<file path="config.mk">
export PLATFORM = sky130hd
export DESIGN_NAME = smr_remap_dec
export DESIGN_NICKNAME = d
export VERILOG_FILES = /design/src/rtl/smr_pkg.sv /design/src/rtl/smr_cfg_reg.sv /design/src/rtl/smr_window_match.sv /design/src/rtl/smr_addr_xlate.sv /design/src/rtl/smr_remap_dec.sv
export SDC_FILE = /design/constraint.sdc
export NUM_CORES = 1
export LEC_CHECK = 0
export BUFFER_PORTS_ARGS = -buffer_cell sky130_fd_sc_hd__buf_2
export CAP_MARGIN = 30
export CELL_PAD_IN_SITES_DETAIL_PLACEMENT = 0
export CELL_PAD_IN_SITES_GLOBAL_PLACEMENT = 2
export CORE_MARGIN = 2
export CORE_UTILIZATION = 20
export DETAILED_ROUTE_END_ITERATION = 12
export MAX_ROUTING_LAYER = met4
export PLACE_DENSITY = 0.9
export RECOVER_POWER = 50
export SYNTH_ARGS = -nofsm -noshare
export SYNTH_HDL_FRONTEND = slang
export SYNTH_SLANG_ARGS = --single-unit
export TNS_END_PERCENT = 5
</file>
<file path="constraint.sdc">
create_clock -name clk -period 4 [get_ports clk]
set_input_delay 0.4 -clock clk [delete_from_list [all_inputs] [get_ports clk]]
set_output_delay 0.4 -clock clk [all_outputs]
set_load 0.05 [all_outputs]
</file>
<file path="src/rtl/smr_pkg.sv">
package smr_pkg;

  typedef enum logic [1:0] {
    SMR_E_SAME = 2'd0,
    SMR_E_TO_A = 2'd1,
    SMR_E_TO_B = 2'd2,
    SMR_A_SAME = 2'd3
  } smr_mode_e;

  localparam logic [31:0] SMR_E_BASE   = 32'h000E_0000;
  localparam logic [31:0] SMR_A_BASE   = 32'h000A_0000;
  localparam logic [31:0] SMR_B_BASE   = 32'h000B_0000;
  localparam logic [31:0] SMR_SMALL_SZ = 32'h0000_8000;
  localparam logic [31:0] SMR_LARGE_SZ = 32'h0001_0000;

  // Host-side start of the window for a mode
  function automatic logic [31:0] smr_win_base(smr_mode_e m);
    return (m == SMR_A_SAME) ? SMR_A_BASE : SMR_E_BASE;
  endfunction

  // Window length in bytes for a mode
  function automatic logic [31:0] smr_win_size(smr_mode_e m);
    return (m == SMR_A_SAME) ? SMR_LARGE_SZ : SMR_SMALL_SZ;
  endfunction

  // DRAM-side start of the window for a mode
  function automatic logic [31:0] smr_dram_base(smr_mode_e m);
    logic [31:0] b;
    case (m)
      SMR_E_SAME: b = SMR_E_BASE;
      SMR_E_TO_A: b = SMR_A_BASE;
      SMR_E_TO_B: b = SMR_B_BASE;
      default:    b = SMR_A_BASE;
    endcase
    return b;
  endfunction

endpackage

</file>
<file path="src/rtl/smr_cfg_reg.sv">
module smr_cfg_reg
  import smr_pkg::*;
#(
  parameter int CFG_W    = 8,
  parameter int MODE_LSB = 6,
  parameter int OPEN_BIT = 4
) (
  input  logic             clk,
  input  logic             rst_n,
  input  logic             we,
  input  logic [CFG_W-1:0] wdata,
  output logic [CFG_W-1:0] rdata,
  output smr_mode_e        mode,
  output logic             open_en
);

  logic [CFG_W-1:0] ctl_q;

  always_ff @(posedge clk or negedge rst_n) begin
    if (!rst_n) ctl_q <= '0;
    else if (we) ctl_q <= wdata;
  end

  assign rdata   = ctl_q;
  assign mode    = smr_mode_e'(ctl_q[MODE_LSB +: 2]);
  assign open_en = ctl_q[OPEN_BIT];


  cfg_hold_chk: assert property (@(posedge clk) disable iff (!rst_n)
    !we |=> $stable(rdata));


  cfg_load_chk: assert property (@(posedge clk) disable iff (!rst_n)
    we |=> (rdata == $past(wdata)));

endmodule

</file>
<file path="src/rtl/smr_window_match.sv">
module smr_window_match
  import smr_pkg::*;
#(
  parameter int ADDR_W = 32
) (
  input  logic [ADDR_W-1:0] host_addr,
  input  smr_mode_e         mode,
  output logic              in_win,
  output logic [ADDR_W-1:0] offset
);

  logic [31:0]       base32;
  logic [31:0]       size32;
  logic [ADDR_W-1:0] base_w;
  logic [ADDR_W-1:0] size_w;
  logic [ADDR_W-1:0] diff;

  assign base32 = smr_win_base(mode);
  assign size32 = smr_win_size(mode);
  assign base_w = base32[ADDR_W-1:0];
  assign size_w = size32[ADDR_W-1:0];
  assign diff   = host_addr - base_w;

  assign in_win = (host_addr >= base_w) && (diff < size_w);
  assign offset = diff;

endmodule

</file>
<file path="src/rtl/smr_addr_xlate.sv">
module smr_addr_xlate
  import smr_pkg::*;
#(
  parameter int ADDR_W = 32
) (
  input  logic              clk,
  input  logic              rst_n,
  input  logic [ADDR_W-1:0] host_addr,
  input  logic [ADDR_W-1:0] offset,
  input  smr_mode_e         mode,
  input  logic              hit,
  output logic [ADDR_W-1:0] phys_addr
);

  logic [31:0]       dbase32;
  logic [ADDR_W-1:0] dbase_w;
  logic [ADDR_W-1:0] remapped;

  assign dbase32  = smr_dram_base(mode);
  assign dbase_w  = dbase32[ADDR_W-1:0];
  assign remapped = dbase_w + offset;

  assign phys_addr = hit ? remapped : host_addr;

  // the offset into a 32 KB page survives translation
  offset_keep_chk: assert property (@(posedge clk) disable iff (!rst_n)
    hit |-> (phys_addr[14:0] == host_addr[14:0]));


  alias_a_chk: assert property (@(posedge clk) disable iff (!rst_n)
    (hit && mode == SMR_E_TO_A) |-> (phys_addr[ADDR_W-1:15] == (32'h000A_0000 >> 15)));


  alias_b_chk: assert property (@(posedge clk) disable iff (!rst_n)
    (hit && mode == SMR_E_TO_B) |-> (phys_addr[ADDR_W-1:15] == (32'h000B_0000 >> 15)));

endmodule

</file>
<file path="src/rtl/smr_remap_dec.sv">
module smr_remap_dec
  import smr_pkg::*;
#(
  parameter int ADDR_W   = 32,
  parameter int CFG_W    = 8,
  parameter int MODE_LSB = 6,
  parameter int OPEN_BIT = 4
) (
  input  logic              clk,
  input  logic              rst_n,
  input  logic              cfg_we,
  input  logic [CFG_W-1:0]  cfg_wdata,
  output logic [CFG_W-1:0]  cfg_rdata,
  input  logic [ADDR_W-1:0] host_addr,
  input  logic              smm_active,
  output logic              smr_hit,
  output logic [ADDR_W-1:0] phys_addr
);

  smr_mode_e         mode;
  logic              open_en;
  logic              win_match;
  logic [ADDR_W-1:0] win_offset;
  logic              access_ok;

  smr_cfg_reg #(
    .CFG_W   (CFG_W),
    .MODE_LSB(MODE_LSB),
    .OPEN_BIT(OPEN_BIT)
  ) u_cfg (
    .clk    (clk),
    .rst_n  (rst_n),
    .we     (cfg_we),
    .wdata  (cfg_wdata),
    .rdata  (cfg_rdata),
    .mode   (mode),
    .open_en(open_en)
  );

  smr_window_match #(.ADDR_W(ADDR_W)) u_match (
    .host_addr(host_addr),
    .mode     (mode),
    .in_win   (win_match),
    .offset   (win_offset)
  );

  assign access_ok = smm_active | open_en;
  assign smr_hit   = win_match & access_ok;

  smr_addr_xlate #(.ADDR_W(ADDR_W)) u_xlate (
    .clk      (clk),
    .rst_n    (rst_n),
    .host_addr(host_addr),
    .offset   (win_offset),
    .mode     (mode),
    .hit      (smr_hit),
    .phys_addr(phys_addr)
  );


  miss_pass_chk: assert property (@(posedge clk) disable iff (!rst_n)
    !smr_hit |-> (phys_addr == host_addr));


  perm_chk: assert property (@(posedge clk) disable iff (!rst_n)
    (smr_hit && !smm_active) |-> cfg_rdata[OPEN_BIT]);


  hit_range_chk: assert property (@(posedge clk) disable iff (!rst_n)
    smr_hit |-> ((host_addr >= 32'h000A_0000 && host_addr < 32'h000B_0000) ||
                 (host_addr >= 32'h000E_0000 && host_addr < 32'h000E_8000)));


  identity_chk: assert property (@(posedge clk) disable iff (!rst_n)
    (smr_hit && (mode == SMR_A_SAME || mode == SMR_E_SAME)) |-> (phys_addr == host_addr));

endmodule

</file>
# ---- Yosys cells after proc, flatten, opt, wreduce, memory -nomap -nowiden
# Cells that the tools add are included.
dict set report classes {
  addsub 2
  magnitude_cmp 2
  n_eq_ne 2
  n_mux 4
  bitwise_logic 2
  reduce_logical 2
}
# operator n
set op_table {}
lappend op_table {{case mux 19 bit (2 select lines)} 1}
lappend op_table {{adder 20 x 32 -> 32 bit} 1}
lappend op_table {{greater-or-equal comparator 32 bit} 1}
lappend op_table {{less-than comparator 32 bit} 1}
lappend op_table {{two-way mux 32 bit} 1}
lappend op_table {{subtractor 32 bit} 1}
lappend op_table {{two-way mux 19 bit} 1}
lappend op_table {{two-way mux 17 bit} 1}
lappend op_table {{== test 2 bit, second input constant} 2}
lappend op_table {{logical NOT 2 bit} 1}
lappend op_table {{bitwise AND 1 bit} 1}
lappend op_table {{logical AND 1 bit} 1}
lappend op_table {{OR 1 bit} 1}
dict set report totals {
  register_bits 8
  out_inout_bits 41
  word_cells 15
}

# ---- Logic depth before layout (Yosys ltp)
# Gate-level depths: netlist of run 1.
dict set report depth {
  ltp_word 7
  ltp_mapped 11
  depth_no_buf 10
}

# ---- By module
# From an unflattened synthesis of run 1, not the netlist that was laid out.
dict set report unflattened {
  cells_unflattened 193
  hier_area_um2 1612.8
}
# module n_inst cells_per_inst area_per_inst_um2
set by_module_without_submodules {}
lappend by_module_without_submodules {smr_addr_xlate 1 95 704.4}
lappend by_module_without_submodules {smr_window_match 1 77 546.8}
lappend by_module_without_submodules {smr_cfg_reg 1 20 354.1}
lappend by_module_without_submodules {smr_remap_dec 1 1 7.5}

# ---- Worst setup path before layout of run 1
# Ideal clock, no wire load.
dict set report synth_path {
  path_type {register to output}
  startpoint {reg u_cfg.ctl_q[6] (netlist: u_cfg.rdata[6])}
  endpoint {out smr_hit}
  arrival_time_ns 3.943
  setup_slack_ns -0.343
  stages_incl_launch_ff 9
  cell_sequence {dfrtp_1 > clkbuf_1 > nand3b_1 > nand2_1 > ha_1 > or4b_1 > a2111oi_2 > nand3_1 > nor4_1}
}
dict set report synth_via {
  elab_chain_cells 6
  elab_cells_between_ends 8
  cone_classes {1 x add/sub; 2 x order compare; 1 x eq/ne; 2 x mux; 1 x bitwise; 1 x reduce/logical}
}
# item line
set synth_lines {}
lappend synth_lines {{from (decl)} smr_cfg_reg.sv:17} ;# logic [CFG_W-1:0] ctl_q;
lappend synth_lines {{from (signal assigned)} smr_cfg_reg.sv:21} ;# else if (we) ctl_q <= wdata;
lappend synth_lines {{== test 2 bit *} {smr_pkg.sv:18, smr_pkg.sv:23}}
lappend synth_lines {{two-way mux 19 bit} smr_pkg.sv:18} ;# return (m == SMR_A_SAME) ? SMR_A_BASE : SMR_E_BASE;
lappend synth_lines {{subtractor 32 bit} smr_window_match.sv:22} ;# assign diff = host_addr - base_w;
lappend synth_lines {{less-than comparator 32 bit} smr_window_match.sv:24} ;# assign in_win = (host_addr >= base_w) && (diff < size_w);
lappend synth_lines {{logical AND 1 bit *} smr_window_match.sv:24}
lappend synth_lines {{bitwise AND 1 bit *} smr_remap_dec.sv:48} ;# assign smr_hit = win_match & access_ok;
lappend synth_lines {{to (decl)} smr_remap_dec.sv:16} ;# output logic smr_hit,
# Mark *: on every way between the ends. The rest lies on a longest branch, timed or not.

# ---- Final worst setup path of run 1
dict set report layout_path {
  startpoint {reg u_cfg.ctl_q[6] (netlist: u_cfg.rdata[6])}
  endpoint {out phys_addr[18]}
}
dict set report layout_via {
  elab_chain_cells 7
  elab_cells_between_ends 13
  cone_classes {2 x add/sub; 2 x order compare; 2 x eq/ne; 4 x mux; 1 x bitwise; 2 x reduce/logical}
}
# item line
set layout_lines {}
lappend layout_lines {{== test 2 bit} {smr_pkg.sv:18, smr_pkg.sv:23}}
lappend layout_lines {{two-way mux 19 bit} smr_pkg.sv:18}
lappend layout_lines {{subtractor 32 bit} smr_window_match.sv:22}
lappend layout_lines {{less-than comparator 32 bit} smr_window_match.sv:24}
lappend layout_lines {{logical AND 1 bit} smr_window_match.sv:24}
lappend layout_lines {{bitwise AND 1 bit} smr_remap_dec.sv:48}
lappend layout_lines {{two-way mux 32 bit *} smr_addr_xlate.sv:23} ;# assign phys_addr = hit ? remapped : host_addr;
lappend layout_lines {{to (decl)} smr_remap_dec.sv:17} ;# output logic [ADDR_W-1:0] phys_addr
# Marked as above.

==> results of run 1 <==
final timing paths:
path	cells past startpoint	slack (ns)	end	start
setup / recovery	10	0.20	phys_addr[18]	u_cfg.rdata[6]
hold / removal	1	0.08	u_cfg.rdata[2]	rst_n
setup reg to reg	1	3.13	u_cfg.rdata[7]	u_cfg.rdata[7]
hold reg to reg	1	0.50	u_cfg.rdata[1]	u_cfg.rdata[1]
max in group asynchronous	1	3.62	u_cfg.rdata[5]	rst_n
min in group clk	2	0.41	u_cfg.rdata[4]	cfg_wdata[4]
Yosys cell counts (2+ instances only):
cell | instances | area share [%]
buf_2 | 2 | 0.90
nor2b_1 | 2 | 1.1
mux2_1 | 2 | 2.0
nor2_1 | 6 | 2.0
ha_1 | 5 | 5.6
nand3b_1 | 2 | 1.3
buf_4 | 17 | 11
a211oi_1 | 2 | 1.3
a211o_1 | 2 | 1.6
nand4_1 | 2 | 1.1
or4_1 | 2 | 1.3
o211ai_1 | 2 | 1.3
nor4_1 | 5 | 2.8
inv_1 | 4 | 1.3
nand2_1 | 7 | 2.4
o21bai_1 | 2 | 1.3
mux2_2 | 8 | 8.1
o21ai_0 | 3 | 1.3
dfrtp_1 | 8 | 18
xnor2_1 | 3 | 2.4
nand3_1 | 3 | 1.3
clkbuf_1 | 15 | 5.0
or3_1 | 2 | 1.1
mux2i_1 | 2 | 1.8
a21oi_1 | 4 | 1.8
critical path: cells and delay by family (launching register included):
kind | cells | cell delay (ns)
and+or+nand+nor | 4 | 1.01
AOI/OAI and AO/OA | 3 | 0.89
DFF | 1 | 0.45
muxes | 1 | 0.36
adders and majority gates | 1 | 0.24
buffers and inverters | 1 | 0.21
power groups by stage:
| stage | Combinational, mW | Sequential [mW] | Clock [mW] |
|---|---|---|---|
| 6_report | 0.189 | 0.0968 | 0.0930 |
| 5_1_grt | 0.206 | 0.0986 | 0.104 |
| 4_1_cts | 0.191 | 0.0969 | 0.0973 |
| 3_5_place_dp | 0.190 | 0.0980 | 0 |
| 3_3_place_gp | 0.191 | 0.0980 | 0 |
| 2_1_floorplan | 0.155 | 0.121 | 0 |
cell families after synthesis:
| kind of cell | count (synthesis) |
|---|---|
| AOI/OAI and AO/OA | 28 |
| DFF | 8 |
| muxes | 12 |
| and+or+nand+nor | 40 |
| buffers and inverters | 39 |
| adders and majority gates | 5 |
| xor gates and xnor gates | 4 |
final cells by class:
cell class | instances | area (um2)
timing repair buffer | 57 | 290
multi-input combinational | 89 | 711
sequential | 8 | 200
inverter | 5 | 18.8
tap | 72 | 90.1
clock buffer | 3 | 41.3
fill | 598 | 4090
cells in the final DEF, fill, tap and decap left out, types with 3 or more instances in the layout:
cell / instances
a21oi_1: 4
xnor2_1: 3
nor2_1: 6
inv_1: 4
nand2_1: 7
mux2_2: 8
buf_2: 52
buf_4: 3
ha_1: 5
nand3_1: 3
o21ai_0: 3
nor4_1: 4
dfrtp_1: 8
clkbuf_8: 3
routing by layer:
metal	track usage [%]	part of all wire (%)	up-vias
li1	-	-	536
met1	13.3	48	488
met2	14.8	46	34
met3	1.93	6.0	0
met4	1.23	0	0
met5	-	0	-
metrics by stage:
stage               setup slack, ns  setup TNS (ns)  instances  instance area, um2
floorplan                    -0.163          -0.234        136                1120
detailed placement            0.282               0        231                1310
global placement              0.338               0        231                1310
CTS                           0.171               0        234                1350
global route                 0.0370               0        234                1350
finish                        0.195               0        234                1350
==> impl_results.md, run 1 <==
- Routed WL: 2.89 mm
- Clock Power Share: 24.6%
- Crit share post-route: 95.1%
- Setup CP Type: reg -> out
- Sw frac: 42.5%
- Synth Flop Type: dfrtp_1
- Slew margin rel.: 52.2%
- Power Internal: 0.218 mW
- Synth Area in Compound Gates: 19.8%
- Synth-to-Final Area Change: 20.9%
- Vias/cell: 4.52
- Die Y: 78.7 um
- Critical Path Source Type: flop
- Max clock buf depth: 2
- XOR/XNOR Fraction of Synth Area: 3.14%
- Synthesized flop and latch total: 8
- Avg Cell Area, Syn: 8.22 um2
- Synth Area in Adders: 5.60%
- Status: completed
- DRC Markers: 0
- CP required: 3.60 ns
- Vias in the first global route: 998
- Main combinational cell family by area after synthesis: simple AND/OR/NAND/NOR gates
- Max Cap Violations: 0
- Layout cells sized above 1: 46.3%
- Crit path capture type: primary output
- I/O Buffers: 54
- Root buf cell: clkbuf_8
- Unrepaired setup endpoints after global routing: no
- Initial Utilization: 20.5%
- Sequential area share after synthesis: 17.9%
- Final Max Tran Viols: 0
- DIE AREA: 0.00620 mm2
- Crit path max-delay cell type: or4b_1
- # clock sinks: 8
- Hold crit path type: in -> async
- Synth cell types: 49
- Initial drt markers: 56
- Post-route ant nets: 0
- PostCTS Resize Cnt: 0
- First-pass GRT wire length: 4.75 mm
- Boundary pin count: 85
- Hpwl dp: 2.40 mm
- Antenna diode count: 0
- Seq pwr share: 25.6%
- Sequence of cells on the critical path: a21bo_2 > nand2_1 > ha_1 > or4b_1 > a2111oi_2 > nand3_1 > a211o_1 > nor3_2 > mux2_1 > buf_2
- Simple-Gate Fraction of Synth Area: 22.6%
- Global Route Usage Sum: 9.57%
- Standard-cell rows: 27
- Synthesized area: 0.00112 mm2
- Worst Max-Slew Pin Slew: 0.699 ns
- Comb pwr share: 49.8%
- First drt pass iteration count: 4
- Layout Nets: 213
- Worst EP arrival: 3.40 ns
- Clk Latency, worst-skew pair: 0.22 ns
- Hold Fails Final Rpt: 0
- Hold-fix buffers at CTS: 0
- CTS tree: done
- Largest register FFs: 8
- Fin crit period: 3.80 ns
- # Post-CTS Setup Buffers: 0
- Critical path peak fanout: 8
- Syn Inst Count: 136
- Worst clock skew: 0 ns
- Biggest cell delay along the critical path: 0.52 ns
- Pwr/cell area: 280 mW/mm2
- Post-synth EDFFs: 0
- Die width: 78.7 um
- Async SR Flop Fraction: 100%
- Ys Warns: 0
- Final Util: 24.8%
- Core area: 0.00544 mm2
- Fmax achieved: 263 MHz
- Clock transition at path regs: 0.04 ns
- Vias after detailed routing: 1058
- Leakage: 0.575 nW
- Initial antenna violation count: 0
- TritonCTS Buffers: 3
- GRT overflow: 0
- Post-Syn Nets: 185
- Sw power: 0.161 mW
- Largest net degree at the start of global routing: 12
- WL/cell: 12.3 um
- Setup Viol. Count Final: 0
- Mux cell area share after synthesis: 11.9%
- H-Tree Depth: 1
- Placer Congestion: 0.794
- Worst hold margin: 0.0846 ns
- Peak supply drop: 0.158 mV
- Power consumption: 0.378 mW
(Power assumes the default switching activity.)
==> run 2, diff against run 1 <==
--- a/config.mk
+++ b/config.mk
@@ -5,15 +5,14 @@
 export SDC_FILE = /design/constraint.sdc
 export NUM_CORES = 1
 export LEC_CHECK = 0
-export BUFFER_PORTS_ARGS = -buffer_cell sky130_fd_sc_hd__buf_2
 export CAP_MARGIN = 30
 export CELL_PAD_IN_SITES_DETAIL_PLACEMENT = 0
 export CELL_PAD_IN_SITES_GLOBAL_PLACEMENT = 2
-export CORE_MARGIN = 2
-export CORE_UTILIZATION = 20
+export CORE_UTILIZATION = 31
 export DETAILED_ROUTE_END_ITERATION = 12
+export DONT_BUFFER_PORTS = 1
 export MAX_ROUTING_LAYER = met4
-export PLACE_DENSITY = 0.9
+export PLACE_DENSITY = 0.87
 export RECOVER_POWER = 50
 export SYNTH_ARGS = -nofsm -noshare
 export SYNTH_HDL_FRONTEND = slang
==> run 2 against run 1 <==
Against the previous run: total power decreased by 23%; critical endpoint unchanged; sequential power increased by 25%; wire length decreased by 5.5%; highest routed layer is now met4; global-route usage increased by 5.6 points; sequential share of layout area increased by 3.7 points; largest cell class unchanged; clock skew unchanged; flip-flop and latch count unchanged.
==> impl_results.md, run 2 (synthesis gave the netlist of run 1 again) <==
- Status: completed
- Setup tns final: 0 ns
- CP required: 3.60 ns
- Placed cell count: 154
- # Post-CTS Setup Buffers: 0
- DIE AREA: 0.00385 mm2
- Vias in the first global route: 931
- Hold Fails Final Rpt: 0
- Antenna diode count: 0
- DRC Markers: 0
- Max Cap Violations: 0
- Final Max Tran Viols: 0
- Die Y: 62.0 um
- Largest net degree at the start of global routing: 12
- Fmax achieved: 264 MHz
- Layout cells sized above 1: 28.6%
- # clock sinks: 8
- WL/cell: 17.2 um
- Non-Filler Instances: 158
- FF-to-FF End: u_cfg.rdata[7]
- Clk Latency, worst-skew pair: 0.25 ns
- Most frequent cells in the layout: mux2_2 (10), nand2_1 (7), nor2_1 (6), buf_4 (6), dfrtp_1 (6)
- Placer Congestion: 0.853
- Clock transition at path regs: 0.05 ns
- Reg2reg setup slack: 2.91 ns
- Die width: 62.0 um
- Synth-to-Final Area Change: -2.24%
- Initial antenna violation count: 0
- GRT overflow: 0
- Initial drt markers: 39
- Leakage: 0.376 nW
- Global Route Usage Sum: 15.2%
- Layout Nets: 163
- Crit path capture type: primary output
- Hold path depth: 1
- Fin crit period: 3.78 ns
- Setup Viol. Count Final: 0
- Hold path start: cfg_wdata[1]
- Hold crit path type: in -> reg
- Standard-cell rows: 21
- Vias/cell: 5.90
- Vias after detailed routing: 932
- Setup ws final: 0.216 ns
- TritonCTS Buffers: 3
- Critical Path Source Type: flop
- Post-place setup slack: 0.374 ns
- Hpwl dp: 2.22 mm
- Pwr/cell area: 265 mW/mm2
- Worst hold margin: 0.304 ns
- Max clock buf depth: 2
- Routed WL: 2.73 mm
- First-pass GRT wire length: 4.19 mm
- Commonest non-fill, non-tap cell in the layout: mux2_2
- R2R cell count: 2
- Boundary pin count: 85
- Min-Delay Endpoint: u_cfg.rdata[1]
- Slew margin rel.: 52.2%
- Initial Utilization: 33.0%
- Filler cells: 379
- CTS tree: done
- Worst Max-Slew Pin Slew: 0.699 ns
- Core area: 0.00339 mm2
- RR Startpoint: u_cfg.rdata[7]
- H-Tree Depth: 1
- I/O Buffers: 0
- Root buf cell: clkbuf_4
- Setup CP Type: reg -> out
- Worst EP arrival: 3.38 ns
- Crit share post-route: 94.6%
- Peak supply drop: 0.154 mV
- Unrepaired setup endpoints after global routing: no
- First drt pass iteration count: 4
- Largest register FFs: 8
- Post-route ant nets: 0
- Critical path peak fanout: 11
- Worst clock skew: 0 ns
run 2: changes by cell type in the layout (fill, tap and decap cells not counted), moves of 2 or more:
cell and change:
nor4_2 +2, mux2_1 -2, buf_4 +3, dfrtp_1 -2, nor4_1 -2, clkbuf_8 -3
dfrtp_2 +2, clkbuf_4 +3, clkbuf_1 -2, mux2_2 +2, buf_2 -52
run 2: worst max-delay path, cell delays in order (launching register included):
cell	delay, ns
dfrtp_2	0.47
a21bo_2	0.24
nand2_1	0.08
ha_1	0.24
or4b_1	0.56
a2111oi_4	0.33
nand3_1	0.12
a211o_1	0.31
nor3_2	0.27
mux2_2	0.51
run 2: worst max path at each step:
stage	from	to	slack, ns	cells past startpoint
after floorplan	u_cfg.rdata[6]	phys_addr[17]	-0.16	10
final	u_cfg.rdata[6]	phys_addr[18]	0.22	9
after CTS	u_cfg.rdata[7]	phys_addr[18]	0.08	9
after global routing	u_cfg.rdata[6]	phys_addr[18]	0.02	9
after global placement	u_cfg.rdata[6]	phys_addr[16]	0.41	9
after detailed placement	u_cfg.rdata[7]	phys_addr[18]	0.37	9
run 2: report_power, final:
part | internal [mW] | switching [mW] | total (mW)
Sequential | 0.0892 | 0.0320 | 0.121
Clock | 0.0342 | 0.0252 | 0.0594
Combinational | 0.0454 | 0.0634 | 0.109
run 2: timing repair:
action,in CTS,in global routing
gates resized for setup,0,7
endpoints found under the setup margin,0,5
hold buffers,1,0
hold endpoints to repair,8,0
run 2: per-layer routing:
layer	vias to the layer above	GRT usage, %	routed length, um
met5	-	-	0
met1	446	17.4	1040
met3	4	2.90	219
met4	0	6.35	29
li1	429	-	-
met2	53	25.7	1430
run 2: area by class of cell:
class                   instances  area (um2)  share of cell area (%)
well taps                      46        57.6                    5.27
repair buffers                  7        55.1                    5.04
clock buffers                   3        22.5                    2.06
flip-flops and latches          8         203                    18.6
multi-input cells              89         736                    67.4
inverters                       5        18.8                    1.72
run 2: metrics by stage:
step / instance area (um2) / utilization [%] / power [mW]
global route: 1090 / 32.2 / 0.306
global placement: 1030 / 30.5 / 0.224
finish: 1090 / 32.2 / 0.289
floorplan: 1120 / - / 0.277
detailed placement: 1030 / 30.5 / 0.225
CTS: 1060 / 31.4 / 0.287
==> run 3, diff against run 2 <==
--- a/config.mk
+++ b/config.mk
@@ -8,13 +8,14 @@
 export CAP_MARGIN = 30
 export CELL_PAD_IN_SITES_DETAIL_PLACEMENT = 0
 export CELL_PAD_IN_SITES_GLOBAL_PLACEMENT = 2
-export CORE_UTILIZATION = 31
+export CORE_UTILIZATION = 34
 export DETAILED_ROUTE_END_ITERATION = 12
 export DONT_BUFFER_PORTS = 1
 export MAX_ROUTING_LAYER = met4
-export PLACE_DENSITY = 0.87
+export PLACE_DENSITY = 0.89
 export RECOVER_POWER = 50
 export SYNTH_ARGS = -nofsm -noshare
 export SYNTH_HDL_FRONTEND = slang
+export SYNTH_HIERARCHICAL = 1
 export SYNTH_SLANG_ARGS = --single-unit
 export TNS_END_PERCENT = 5
==> run 3 against run 2 <==
Against the previous run: design area grew 72%; synthesized cell count grew 42%; cell count grew 53%; synthesized area grew 44%; largest power group is now combinational logic.
==> impl_results.md, run 3 <==
- Hpwl dp: 2.88 mm
- Antenna diode count: 0
- Setup CP Type: reg -> out
- GRT overflow: 0
- Worst EP arrival: 3.38 ns
- Initial Utilization: 36.3%
- Largest net degree at the start of global routing: 31
- Synth area leaders: mux2_2 (14%), dfrtp_1 (12%), buf_4 (9.3%), mux2_4 (7.4%), xor2_1 (6.5%)
- Sequential area share after synthesis: 12.4%
- Fin crit period: 3.78 ns
- Layout Nets: 241
- Sw frac: 46.1%
- Crit path max-delay cell type: mux2_2
- Core area: 0.00444 mm2
- I/O Buffers: 0
- First-pass GRT wire length: 5.58 mm
- Crit path capture type: primary output
- Vias after detailed routing: 1347
- Die width: 70.9 um
- Top cells by instance count after synthesis: nor2_1 (22), buf_4 (20), mux2_2 (20)
- Synth Flop Type: dfrtp_1
- Layout cells sized above 1: 32.1%
- Largest register FFs: 8
- R2R cell count: 2
- # Post-CTS Setup Buffers: 0
- Leakage: 0.684 nW
- Setup Viol. Count Final: 0
- FF-to-FF End: u_cfg/rdata[6]
- Die Y: 70.9 um
- # clock sinks: 8
- Clock Power Share: 20.5%
- Fmax achieved: 265 MHz
- Reg2reg setup slack: 2.73 ns
- Biggest cell delay along the critical path: 0.51 ns
- Pwr/cell area: 242 mW/mm2
- Vias in the first global route: 1216
- Vias/cell: 5.57
- Max Cap Violations: 0
- Initial antenna violation count: 0
- Status: completed
- Initial drt markers: 44
- Sw power: 0.210 mW
- CTS tree: done
- Critical path peak fanout: 30
- Wire length on met1: 1.65 mm
- Post-place setup slack: 0.385 ns
- Worst Setup EP: phys_addr[20]
- Slew margin rel.: 56.2%
- Cell taking the most area after synthesis: mux2_2
- Ys Warns: 6
- Synthesized area: 0.00161 mm2
- DRC Markers: 0
- Post-Syn Nets: 242
- Critical Path Start: u_cfg/rdata[6]
- Setup ws final: 0.222 ns
- Global Route Usage Sum: 14.0%
- H-Tree Depth: 1
- Syn Inst Count: 193
- Power consumption: 0.454 mW
- Hold crit path type: in -> reg
- Final Max Tran Viols: 0
- Count leader, synth: nor2_1
- Synth cell types: 45
- Yosys top cell area share: 14.0%
- Seq pwr share: 26.4%
- Boundary pin count: 85
- Met2 Routed Length: 1.58 mm
- Sequence of cells on the critical path: nand2_1 > xnor2_1 > ha_1 > nor4_1 > o2111ai_1 > or4_4 > a2111oi_2 > o21a_2 > buf_4 > mux2_2
- Clk Latency, worst-skew pair: 0.22 ns
- First drt pass iteration count: 8
- Filler cells: 457
- Highest Signal Layer: met4
- Unrepaired setup endpoints after global routing: no
- Storage cell area: 203 um2
- DIE AREA: 0.00502 mm2
- Post-synth EDFFs: 0
- Async SR Flop Fraction: 100%
- Critical Path Source Type: flop
- Max clock buf depth: 2
- TritonCTS Buffers: 3
- Standard-cell rows: 24
- Most frequent cells in the layout: nor2_1 (22), mux2_2 (17), buf_12 (12), xor2_1 (12)
- WL/cell: 14.6 um
- Crit share post-route: 94.4%
- Worst clock skew: 0 ns
- Commonest non-fill, non-tap cell in the layout: nor2_1
- Worst Max-Slew Pin Slew: 0.657 ns
- Synthesized flop and latch total: 8
- Placer Congestion: 0.805
- Post-route ant nets: 0
- Met3 WL: 290 um
- Routed WL: 3.53 mm
- Peak supply drop: 0.177 mV
- Comb pwr share: 53.2%
- RR Startpoint: u_cfg/rdata[6]
- Power Internal: 0.245 mW
- Clock transition at path regs: 0.04 ns
- Hold Fails Final Rpt: 0
- Root buf cell: clkbuf_8
- CP required: 3.60 ns
- Synth-to-Final Area Change: 16.2%
- Footprint of the multi-input gates: 0.00124 mm2
- Avg Cell Area, Syn: 8.36 um2
run 3: cell count changes in the layout (fill, tap and decap cells not counted), moves of 4 or more:
cell / change
mux2_1: +10
buf_12: +12
xor2_1: +11
mux2_2: +7
a31oi_2: +4
a21oi_2: +6
nor2_1: +16
xnor2_1: +7
run 3: cells by family (layout without fill, tap and decap cells):
group,count (synthesis),in the layout,synth area share (%)
AO/OA/AOI/OAI,34,34,16.4
XOR/XNOR,22,22,11.9
adder cells (fa/ha/maj),5,5,3.88
buffers and inverters,33,30,12.9
flip-flops,8,8,12.4
multiplexers,30,30,22.7
AND/OR/NAND/NOR,61,61,19.7
run 3: power by group through the flow:
stage               Sequential (mW)  Clock, mW  Combinational (mW)
floorplan                     0.115          0               0.212
global placement              0.120          0               0.245
detailed placement            0.120          0               0.246
CTS                           0.120     0.0951               0.250
global route                  0.121      0.102               0.260
finish                        0.120     0.0930               0.242
run 3: through the flow:
step	cells	utilization (%)	TNS [ns]	instance area, um2	hold slack [ns]
after detailed placement	238	41.5	0	1850	0.105
after global placement	238	41.5	0	1850	0.105
after floorplan	193	-	-0.0201	1670	0.104
final	242	42.2	0	1870	0.315
after CTS	242	42.7	0	1900	0.322
after global routing	242	42.2	0	1870	0.303
run 3: worst min-delay path by stage:
stage,from,to,slack [ns],cells after the start
after floorplan,rst_n,u_cfg/rdata[0],0.10,0
after global placement,rst_n,u_cfg/rdata[1],0.10,0
after detailed placement,rst_n,u_cfg/rdata[0],0.10,0
after CTS,cfg_wdata[5],u_cfg/rdata[5],0.32,1
after global routing,cfg_wdata[1],u_cfg/rdata[1],0.30,1
final,cfg_wdata[1],u_cfg/rdata[1],0.32,1
run 3: layout make-up:
cell class	instances	share of cell area (%)
Clock buffer	3	2.20
Inverter	6	1.20
Multi-Input combinational cell	152	66.4
Sequential cell	8	10.8
Tap cell	52	3.47
Timing Repair Buffer	21	16.0
run 3: layer usage:
metal | up-vias | GRT usage [%]
met5 | - | -
met3 | 2 | 2.71
li1 | 674 | -
met4 | 0 | 3.33
met2 | 72 | 22.4
met1 | 599 | 18.3
run 3: repair_timing:
action,CTS,global route
hold buffers,1,0
gates resized for setup,0,4
endpoints found under the setup margin,0,15
endpoints found under the hold margin,8,0
run 3: worst max-delay path, delay by kind of cell (launching register included):
kind                     cells  cell delay [ns]
AND/OR/NAND/NOR              3             0.79
multiplexers                 1             0.51
buffers and inverters        1             0.35
XOR/XNOR                     1             0.13
adder cells (fa/ha/maj)      1             0.26
AO/OA/AOI/OAI                3             0.66
flip-flops                   1             0.44
